## config.mk

```make
export PLATFORM = sky130hd
export DESIGN_NAME = wiper_pos_ctrl
export DESIGN_NICKNAME = d
export VERILOG_FILES = /design/src/rtl/wpc_pkg.sv /design/src/rtl/wpc_sync.sv /design/src/rtl/wpc_ctrl.sv /design/src/rtl/wpc_decode.sv /design/src/rtl/wiper_pos_ctrl.sv
export SDC_FILE = /design/constraint.sdc
export NUM_CORES = 1
export LEC_CHECK = 0
export ABC_CLOCK_PERIOD_IN_PS = 4300
export BUFFER_PORTS_ARGS = -buffer_cell sky130_fd_sc_hd__buf_2
export CORE_UTILIZATION = 50
export DETAILED_ROUTE_END_ITERATION = 8
export PLACE_DENSITY = 0.89
export REMOVE_ABC_BUFFERS = 1
export SETUP_SLACK_MARGIN = 0.2
export SYNTH_ARGS = -nofsm -noshare
export SYNTH_HDL_FRONTEND = slang
export SYNTH_SLANG_ARGS = --single-unit
```

## constraint.sdc

```tcl
create_clock -name clk -period 4.3 [get_ports clk]
set_clock_uncertainty 0.1 [all_clocks]
set_input_delay 0.43 -clock clk [delete_from_list [all_inputs] [get_ports clk]]
set_output_delay 0.43 -clock clk [all_outputs]
set_load 0.005 [all_outputs]
```

## src/rtl/wpc_pkg.sv

```systemverilog
package wpc_pkg;

    typedef enum logic [1:0] {
        ST_IDLE  = 2'd0,
        ST_SEL   = 2'd1,
        ST_STORE = 2'd2
    } wpc_state_e;

    typedef struct packed {
        logic sel_n;
        logic step_n;
        logic dir_up;
    } wpc_pins_t;

    localparam int PIN_W = $bits(wpc_pins_t);

    // Pin levels assumed at power-up: deselected, strobe high.
    localparam wpc_pins_t PINS_IDLE = '{sel_n: 1'b1, step_n: 1'b1, dir_up: 1'b0};

    // Saturating one-step move between 0 and top.
    function automatic int sat_step(input int cur, input logic up, input int top);
        if (up)
            return (cur >= top) ? top : cur + 1;
        else
            return (cur <= 0) ? 0 : cur - 1;
    endfunction

endpackage

```

## src/rtl/wpc_sync.sv

```systemverilog
module wpc_sync #(
    parameter int                 W       = 3,
    parameter int                 STAGES  = 2,
    parameter logic [W-1:0]       RST_VAL = '1
) (
    input  logic         clk,
    input  logic         rst,
    input  logic [W-1:0] d,
    output logic [W-1:0] q
);
    logic [W-1:0] stg [STAGES];

    always_ff @(posedge clk) begin
        if (rst) stg[0] <= RST_VAL;
        else     stg[0] <= d;
    end

    for (genvar i = 1; i < STAGES; i++) begin : g_stage
        always_ff @(posedge clk) begin
            if (rst) stg[i] <= RST_VAL;
            else     stg[i] <= stg[i-1];
        end
    end

    assign q = stg[STAGES-1];
endmodule

```

## src/rtl/wpc_ctrl.sv

```systemverilog
module wpc_ctrl
    import wpc_pkg::*;
#(
    parameter int NUM_TAPS     = 100,
    parameter int POS_W        = 7,
    parameter int STORE_CYCLES = 500000,
    parameter int NV_INIT      = 0
) (
    input  logic             clk,
    input  logic             rst,
    input  wpc_pins_t        pins_s,
    output logic [POS_W-1:0] pos,
    output logic             busy
);
    localparam int CNT_W   = $clog2(STORE_CYCLES + 1);
    localparam int TOP_POS = NUM_TAPS - 1;

    wpc_state_e       state;
    logic             step_prev;
    logic [CNT_W-1:0] cnt;
    // Stand-in nonvolatile register: no reset, so it survives a power cycle.
    logic [POS_W-1:0] nv_q = POS_W'(NV_INIT);

    logic step_fall;
    logic save_done;

    assign step_fall = step_prev & ~pins_s.step_n;
    assign save_done = (state == ST_STORE) && (cnt == '0);
    assign busy      = (state == ST_STORE);

    always_ff @(posedge clk) begin
        if (rst) begin
            state     <= ST_IDLE;
            pos       <= nv_q;
            step_prev <= 1'b1;
            cnt       <= '0;
        end else begin
            step_prev <= pins_s.step_n;
            unique case (state)
                ST_IDLE: begin
                    if (!pins_s.sel_n) state <= ST_SEL;
                end
                ST_SEL: begin
                    if (pins_s.sel_n) begin
                        if (pins_s.step_n) begin
                            state <= ST_STORE;
                            cnt   <= CNT_W'(STORE_CYCLES - 1);
                        end else begin
                            state <= ST_IDLE;
                        end
                    end else if (step_fall) begin
                        pos <= POS_W'(sat_step(int'(pos), pins_s.dir_up, TOP_POS));
                    end
                end
                ST_STORE: begin
                    if (cnt == '0) state <= ST_IDLE;
                    else           cnt   <= cnt - 1'b1;
                end
                default: state <= ST_IDLE;
            endcase
        end
    end

    always_ff @(posedge clk) begin
        if (!rst && save_done) nv_q <= pos;
    end

    // a deselected port never moves the position
    a_r1_hold_deselected: assert property (@(posedge clk) disable iff (rst)
        pins_s.sel_n |=> $stable(pos));

    // the position never jumps by more than one
    a_r3_single_step: assert property (@(posedge clk) disable iff (rst)
        1'b1 |=> (pos == $past(pos)) || (pos == $past(pos) + 1'b1) || ($past(pos) == pos + 1'b1));

    // the position stays inside the tap range
    a_r3_in_range: assert property (@(posedge clk) disable iff (rst)
        int'(pos) < NUM_TAPS);

    // the end of a save captures the position
    a_r4_nv_capture: assert property (@(posedge clk) disable iff (rst)
        save_done |=> nv_q == $past(pos));

    // a release with the strobe low never starts a save
    a_r5_no_save: assert property (@(posedge clk) disable iff (rst)
        (state == ST_SEL && pins_s.sel_n && !pins_s.step_n) |=> !busy);

    // the position is frozen while busy
    a_r6_busy_freeze: assert property (@(posedge clk) disable iff (rst)
        busy |=> $stable(pos));
endmodule

```

## src/rtl/wpc_decode.sv

```systemverilog
module wpc_decode #(
    parameter int NUM_TAPS = 100,
    parameter int POS_W    = 7
) (
    input  logic                clk,
    input  logic                rst,
    input  logic [POS_W-1:0]    pos,
    output logic [NUM_TAPS-1:0] tap_sel
);
    for (genvar i = 0; i < NUM_TAPS; i++) begin : g_tap
        assign tap_sel[i] = (pos == POS_W'(i));
    end

    // exactly one tap is driven
    a_r8_onehot: assert property (@(posedge clk) disable iff (rst)
        $countones(tap_sel) == 1);
endmodule

```

## src/rtl/wiper_pos_ctrl.sv

```systemverilog
module wiper_pos_ctrl
    import wpc_pkg::*;
#(
    parameter int NUM_TAPS     = 100,
    parameter int SYNC_STAGES  = 2,
    parameter int STORE_CYCLES = 500000,
    parameter int NV_INIT      = 0
) (
    input  logic                clk,
    input  logic                rst,
    input  logic                sel_n,
    input  logic                step_n,
    input  logic                dir_up,
    output logic [6:0]          pos,
    output logic [NUM_TAPS-1:0] tap_sel,
    output logic                busy
);
    localparam int POS_W = $clog2(NUM_TAPS);

    wpc_pins_t        pins_raw;
    wpc_pins_t        pins_s;
    logic [PIN_W-1:0] pins_q;
    logic [POS_W-1:0] pos_i;

    assign pins_raw = '{sel_n: sel_n, step_n: step_n, dir_up: dir_up};

    wpc_sync #(
        .W       (PIN_W),
        .STAGES  (SYNC_STAGES),
        .RST_VAL (PINS_IDLE)
    ) u_sync (
        .clk (clk),
        .rst (rst),
        .d   (pins_raw),
        .q   (pins_q)
    );

    assign pins_s = wpc_pins_t'(pins_q);

    wpc_ctrl #(
        .NUM_TAPS     (NUM_TAPS),
        .POS_W        (POS_W),
        .STORE_CYCLES (STORE_CYCLES),
        .NV_INIT      (NV_INIT)
    ) u_ctrl (
        .clk    (clk),
        .rst    (rst),
        .pins_s (pins_s),
        .pos    (pos_i),
        .busy   (busy)
    );

    wpc_decode #(
        .NUM_TAPS (NUM_TAPS),
        .POS_W    (POS_W)
    ) u_dec (
        .clk     (clk),
        .rst     (rst),
        .pos     (pos_i),
        .tap_sel (tap_sel)
    );

    assign pos = 7'(pos_i);
endmodule

```

; ---- After elaboration in Yosys (flattened, before gate mapping)
; Memories as Yosys holds them, arrays and structs flattened.
; Index checks and enable logic that the tools add are counted.
[totals]
mem_count = 1
ff_bits = 36
word_cells = 155
in_bits = 5
out_inout_bits = 108
ramBits = 6
[memory_table]
columns = memory, depth, word_bits, read_ports, rd_clocked_by_memory_dff, write_ports, line
row1 = u_sync.stg, 2, 3, 2, 0, 2, wpc_sync.sv:11  ; logic [W-1:0] stg [STAGES];
[op_classes]
eq_ne = 107
mux = 21
n_lt_le_gt_ge = 2
add_sub_neg = 3
bitwise = 4
n_reduce_logical = 12
[op_table]
columns = operator, count
row1 = 7-bit equality test (second input constant), 36
row2 = 7-bit by 6-bit equality test with 1-bit output (second input constant), 32
row3 = 7-bit by 5-bit equality test with 1-bit output (second input constant), 16
row4 = 19-bit two-way mux, 3
row5 = 7-bit by 4-bit equality test with 1-bit output (second input constant), 8
row6 = 7-bit two-way mux, 7
row7 = 19-bit one-hot mux with 2 select lines, 1
row8 = 7-bit by 3-bit equality test with 1-bit output (second input constant), 4
row9 = 19-bit zero test, 1
row10 = 19-bit by 1-bit subtractor with 19-bit output (second input constant), 1
row11 = 7-bit by 2-bit equality test with 1-bit output (second input constant), 2
row12 = 2-bit two-way mux, 4
row13 = 7-bit by 1-bit adder with 7-bit output (second input constant), 1
row14 = 7-bit by 1-bit equality test with 1-bit output (second input constant), 1
row15 = 7-bit greater-or-equal comparator (second input constant), 1
row16 = 7-bit by 1-bit <= comparator with 1-bit output (second input constant), 1
row17 = 7-bit zero test, 1
row18 = 7-bit by 1-bit subtractor with 7-bit output (second input constant), 1
row19 = 3-bit two-way mux, 2
row20 = 2-bit by 1-bit inequality test with 1-bit output (second input constant), 3
row21 = 2-bit inequality test (second input constant), 3
row22 = 2-bit one-hot mux with 3 select lines, 1
row23 = 3-bit AND reduction, 2
row24 = 2-bit nonzero test, 3
row25 = 10 further kinds, 14

; ---- Longest topological paths before layout
[depth]
word_depth = 7
ltp_mapped = 8
depth_no_buf = 7

; ---- Cells and area by module
; Synthesis repeated with hierarchy kept, for this count alone.
[unflattened]
cells_unflattened = 360
hier_area_um2 = 2756.4
[modules_own_cells]
columns = module, seq_area_each_um2, cells_each, area_each_um2, n_inst
row1 = wpc_ctrl, 860.8, 205, 1906.8, 1
row2 = wpc_decode, 0.0, 143, 691.9, 1
row3 = wpc_sync, 120.1, 12, 157.7, 1

; ---- Worst setup path after synthesis
; No wires, ideal clock.
[synth_path]
path_type = flip-flop to flip-flop
from = register u_ctrl.pos[0]
to = register u_ctrl.pos[3], data pin
t_required_ns = 3.929
period_less_slack_ns = 2.335
setup_slack_ns = 1.965
setup_ns = 0.271
path_buffers = 1
stages_incl_launch_ff = 9
arrival_time_ns = 1.964
cell_sequence = edfxtp_1 inv_1 ha_1 or3b_2 buf_2 o21ai_0 a21oi_1 a311oi_1 a21oi_1
[synth_via]
elab_chain_cells = 7
word_cells_on_any_way = 11
classes_between = add/sub (2) / order compare (2) / mux (7)
[synth_rtl]
columns = element, line
row1 = from (decl), wpc_ctrl.sv:12  ; output logic [POS_W-1:0] pos,
row2 = from (signal assigned), wpc_ctrl.sv:34  ; pos <= nv_q;
row3 = from (signal assigned), wpc_ctrl.sv:52  ; pos <= POS_W'(sat_step(int'(pos), pins_s.dir_up, TOP_POS));
row4 = 7-bit by 1-bit subtractor with 7-bit output (tied with other cells), wpc_pkg.sv:25  ; return (cur <= 0) ? 0 : cur - 1;
row5 = "7-bit two-way mux, on equally long branches", "wpc_pkg.sv:25, wpc_pkg.sv:23"
row6 = 7-bit two-way mux (*), wpc_pkg.sv:22  ; if (up)
row7 = 7-bit two-way mux (*), wpc_ctrl.sv:51  ; end else if (step_fall) begin
row8 = 7-bit two-way mux (*), wpc_ctrl.sv:44  ; if (pins_s.sel_n) begin
row9 = 7-bit two-way mux (*), wpc_ctrl.sv:39  ; unique case (state)
row10 = 7-bit two-way mux (*), wpc_ctrl.sv:32  ; if (rst) begin
; Every way passes the cells marked *; elsewhere a longest branch is shown, timed or not. The select of a mux whose other input is x is not followed.
; A chain may end at the register's enable or synchronous reset.

; ---- Worst setup path after layout
[layout_path]
from = register u_ctrl.pos[0]
to = output port tap_sel[0]
[layout_via]
elab_chain_cells = 1
[layout_rtl]
columns = element, line
row1 = 7-bit zero test, wpc_decode.sv:11  ; assign tap_sel[i] = (pos == POS_W'(i));
row2 = to (decl), wiper_pos_ctrl.sv:15  ; output logic [NUM_TAPS-1:0] tap_sel,
; Every way passes these cells.

==> flow_metrics.py <==
metrics = {
    "run_status": {
        "status": "finished, final reports clean",
    },
    "detailed_routing": {
        "ant_nets": 0,
        "drt-total-wl_um": 7660,
        "post-route-drc-count": 0,
        "dr.pass1.iters": 4,
        "route.vias.total": 2998,
        "viasPerCell": 5.72,
        "drt-wirelength-per-cell_um": 14.6,
        "first_iter_violations": 225,
    },
    "floorplan": {
        "initial_core_util": 0.522,
        "pin_count": 113,
        "die_y_um": 75.0,
        "rows": 26,
        "die_w_um": 75.0,
        "core_area_mm2": 0.00511,
        "die-area_mm2": 0.00563,
    },
    "worst_setup_path": {
        "endpoint_kind": "output pin",
        "cp.required_ns": 3.77,
        "worst-path-max-fanout": 12,
        "arrival_ns": 2.21,
        "worstSetupPathType": "register to output pin",
        "start_kind": "register",
        "crit_buf_inv": 2,
        "max_stage_delay_ns": 0.61,
        "slowest_stage": "or3b_2",
        "cpLargestDelayFamily": "simple AND/OR/NAND/NOR gates",
        "path_cells": "inv_1 > ha_1 > or3b_2 > nor2_1 > buf_2",
    },
    "clocking": {
        "tritoncts.num_buffers": 5,
        "clk_pin_slew_ns": 0.08,
        "post_cts_buffers": 0,
        "cts_tree": "yes",
        "root_buffer": "clkbuf_8",
        "hold_buffers": 0,
        "ctsResizeCount": 0,
        "cts_max_path_buffers": 2,
        "cts_sinks": 42,
        "clkLatencyLatePin_ns": 0.29,
        "htree_levels": 2,
    },
    "yosys": {
        "ys_seq_area_frac": 0.368,
        "ys.flop_type": "dfxtp_1",
        "synth_edf_count": 14,
        "yosysMostFrequentCell": "nor2_1",
        "ys_ff_latch": 42,
        "yosys.area.top_type": "dfxtp_1",
        "synth_cells": 358,
        "avgSynthCellArea_um2": 7.44,
        "yosys_warnings": 0,
        "synth_common_cells": "nor2_1, nand2_1, dfxtp_1, clkbuf_1, a21oi_1",
        "synth-async-reset-ratio": 0,
        "ys_types": 53,
        "yosysTopAreaCellShare": 0.210,
        "syn_area_mm2": 0.00267,
        "synth.area.top_cells": "dfxtp_1, nor2_1, edfxtp_1, nand2_1, a21oi_1",
    },
    "sta": {
        "final.setup.tns_ns": 0,
        "rsz0062_at_grt": "no",
        "slew_headroom": 0.374,
        "hold_viol": 0,
        "period_needed_ns": 2.74,
        "clock.fmax_mhz": 365,
        "finalSetupViolCount": 0,
        "worst_slew_pin_slew_ns": 0.929,
        "finalCritPeriodShare": 0.637,
        "slew_viol_final": 0,
    },
    "job": {
        "max_cap_viol_count": 0,
    },
    "worst_hold_path": {
        "holdCritPathClass": "primary input to register",
    },
    "global_route": {
        "grt.overflow.total": 0,
        "track_usage": 0.251,
        "grt_pass1_wl_um": 10800,
        "antenna_found_initial": 0,
        "grt_max_degree": 29,
        "grt_pass1_vias": 2244,
    },
    "power_and_ir_drop": {
        "p_leak_nw": 1.51,
        "p_switching_uw": 253,
        "internal_power_uw": 640,
        "power_density_mw_per_mm2": 269,
        "switching_share": 0.284,
        "ir_drop_mv": 0.394,
        "power_frac_comb": 0.168,
        "p_clk_frac": 0.326,
        "seqPwrFrac": 0.506,
    },
    "placement": {
        "dpl-instance-area_mm2": 0.00321,
        "routabilityCongestion": 0.940,
        "portBuffers": 112,
        "hpwl_um": 5650,
    },
    "cells_and_area": {
        "antenna_cells": 0,
        "multiInputGateArea_mm2": 0.00156,
        "area_growth_syn_to_layout_pct": 24.7,
        "fin_nets": 463,
        "final_area_mm2": 0.00332,
        "final_layout_size_suffix_gt1_frac": 0.300,
        "n_fill_cell": 441,
        "layout.area.seq_um2": 981,
    },
}
## cell type report
type | instances | share of cell area
clock buffer | 8 | 0.0331
sequential | 42 | 0.295
inverter | 6 | 0.00678
timing repair buffer | 112 | 0.169
multi-input combinational | 286 | 0.470
tap | 70 | 0.0264
## flip-flops by register name (all words and copies together), names as in the netlist
register	cells
u_sync.stg	6
u_ctrl.pos	7
u_ctrl.cnt	19
u_ctrl.state	2
u_ctrl.nv_q	7
u_ctrl.step_prev	1
## cells in the final DEF, fill, tap and decap left out, types with 8 or more instances in the layout
cell / count
dfxtp_1: 28
a21oi_1: 17
clkbuf_8: 8
nor3_1: 12
nand2_1: 33
nor2_1: 113
edfxtp_1: 14
buf_2: 112
o21ai_0: 11
## path summary, 6_finish.rpt
path	cells after the start	slack [ns]	to	from
max	5	1.56	tap_sel[0]	u_ctrl.pos[0]$_DFFE_PP_
min	2	0.22	u_sync.stg[0][2]$_SDFF_PP1_	sel_n
max reg2reg	7	1.76	u_ctrl.pos[3]$_DFFE_PP_	u_ctrl.pos[0]$_DFFE_PP_
min reg2reg	1	0.32	u_sync.stg[1][1]$_SDFF_PP1_	u_sync.stg[0][1]$_SDFF_PP1_
## cells by family (layout without fill, tap and decap cells)
family | Yosys count | count (layout) | synth area share
flops | 42 | 42 | 0.368
xor+xnor | 7 | 7 | 0.0230
buf+inv | 30 | 126 | 0.0488
simple gates | 214 | 214 | 0.390
fa+ha+maj | 5 | 5 | 0.0235
mux | 2 | 2 | 0.00798
compound gates | 58 | 58 | 0.139
## power by group through the flow
stage               sequential [mW]  clock [mW]  combinational, mW
floorplan                     0.454           0              0.104
global placement              0.459           0              0.142
detailed placement            0.460           0              0.148
CTS                           0.451       0.296              0.148
global route                  0.455       0.307              0.166
finish                        0.452       0.291              0.150
## routing by layer
layer / up-vias / track usage / share of wire
met1: 1411 / 0.314 / 0.42
met2: 150 / 0.454 / 0.51
met5: - / 0 / 0
met4: 0 / 0.0755 / 0.0082
met3: 9 / 0.0281 / 0.059
li1: 1428 / - / -
## metrics by stage
step	util	hold slack, ns	total power, mW	setup WS [ns]	std cells
6_report	0.651	0.218	0.893	1.56	524
5_1_grt	0.651	0.216	0.928	1.41	524
4_1_cts	0.651	0.211	0.896	1.58	524
3_5_place_dp	0.629	0.298	0.608	1.79	516
3_3_place_gp	0.629	0.293	0.600	1.88	516
2_1_floorplan	-	0.289	0.557	2.02	334
No activity file was read; power rests on OpenSTA's default activity.
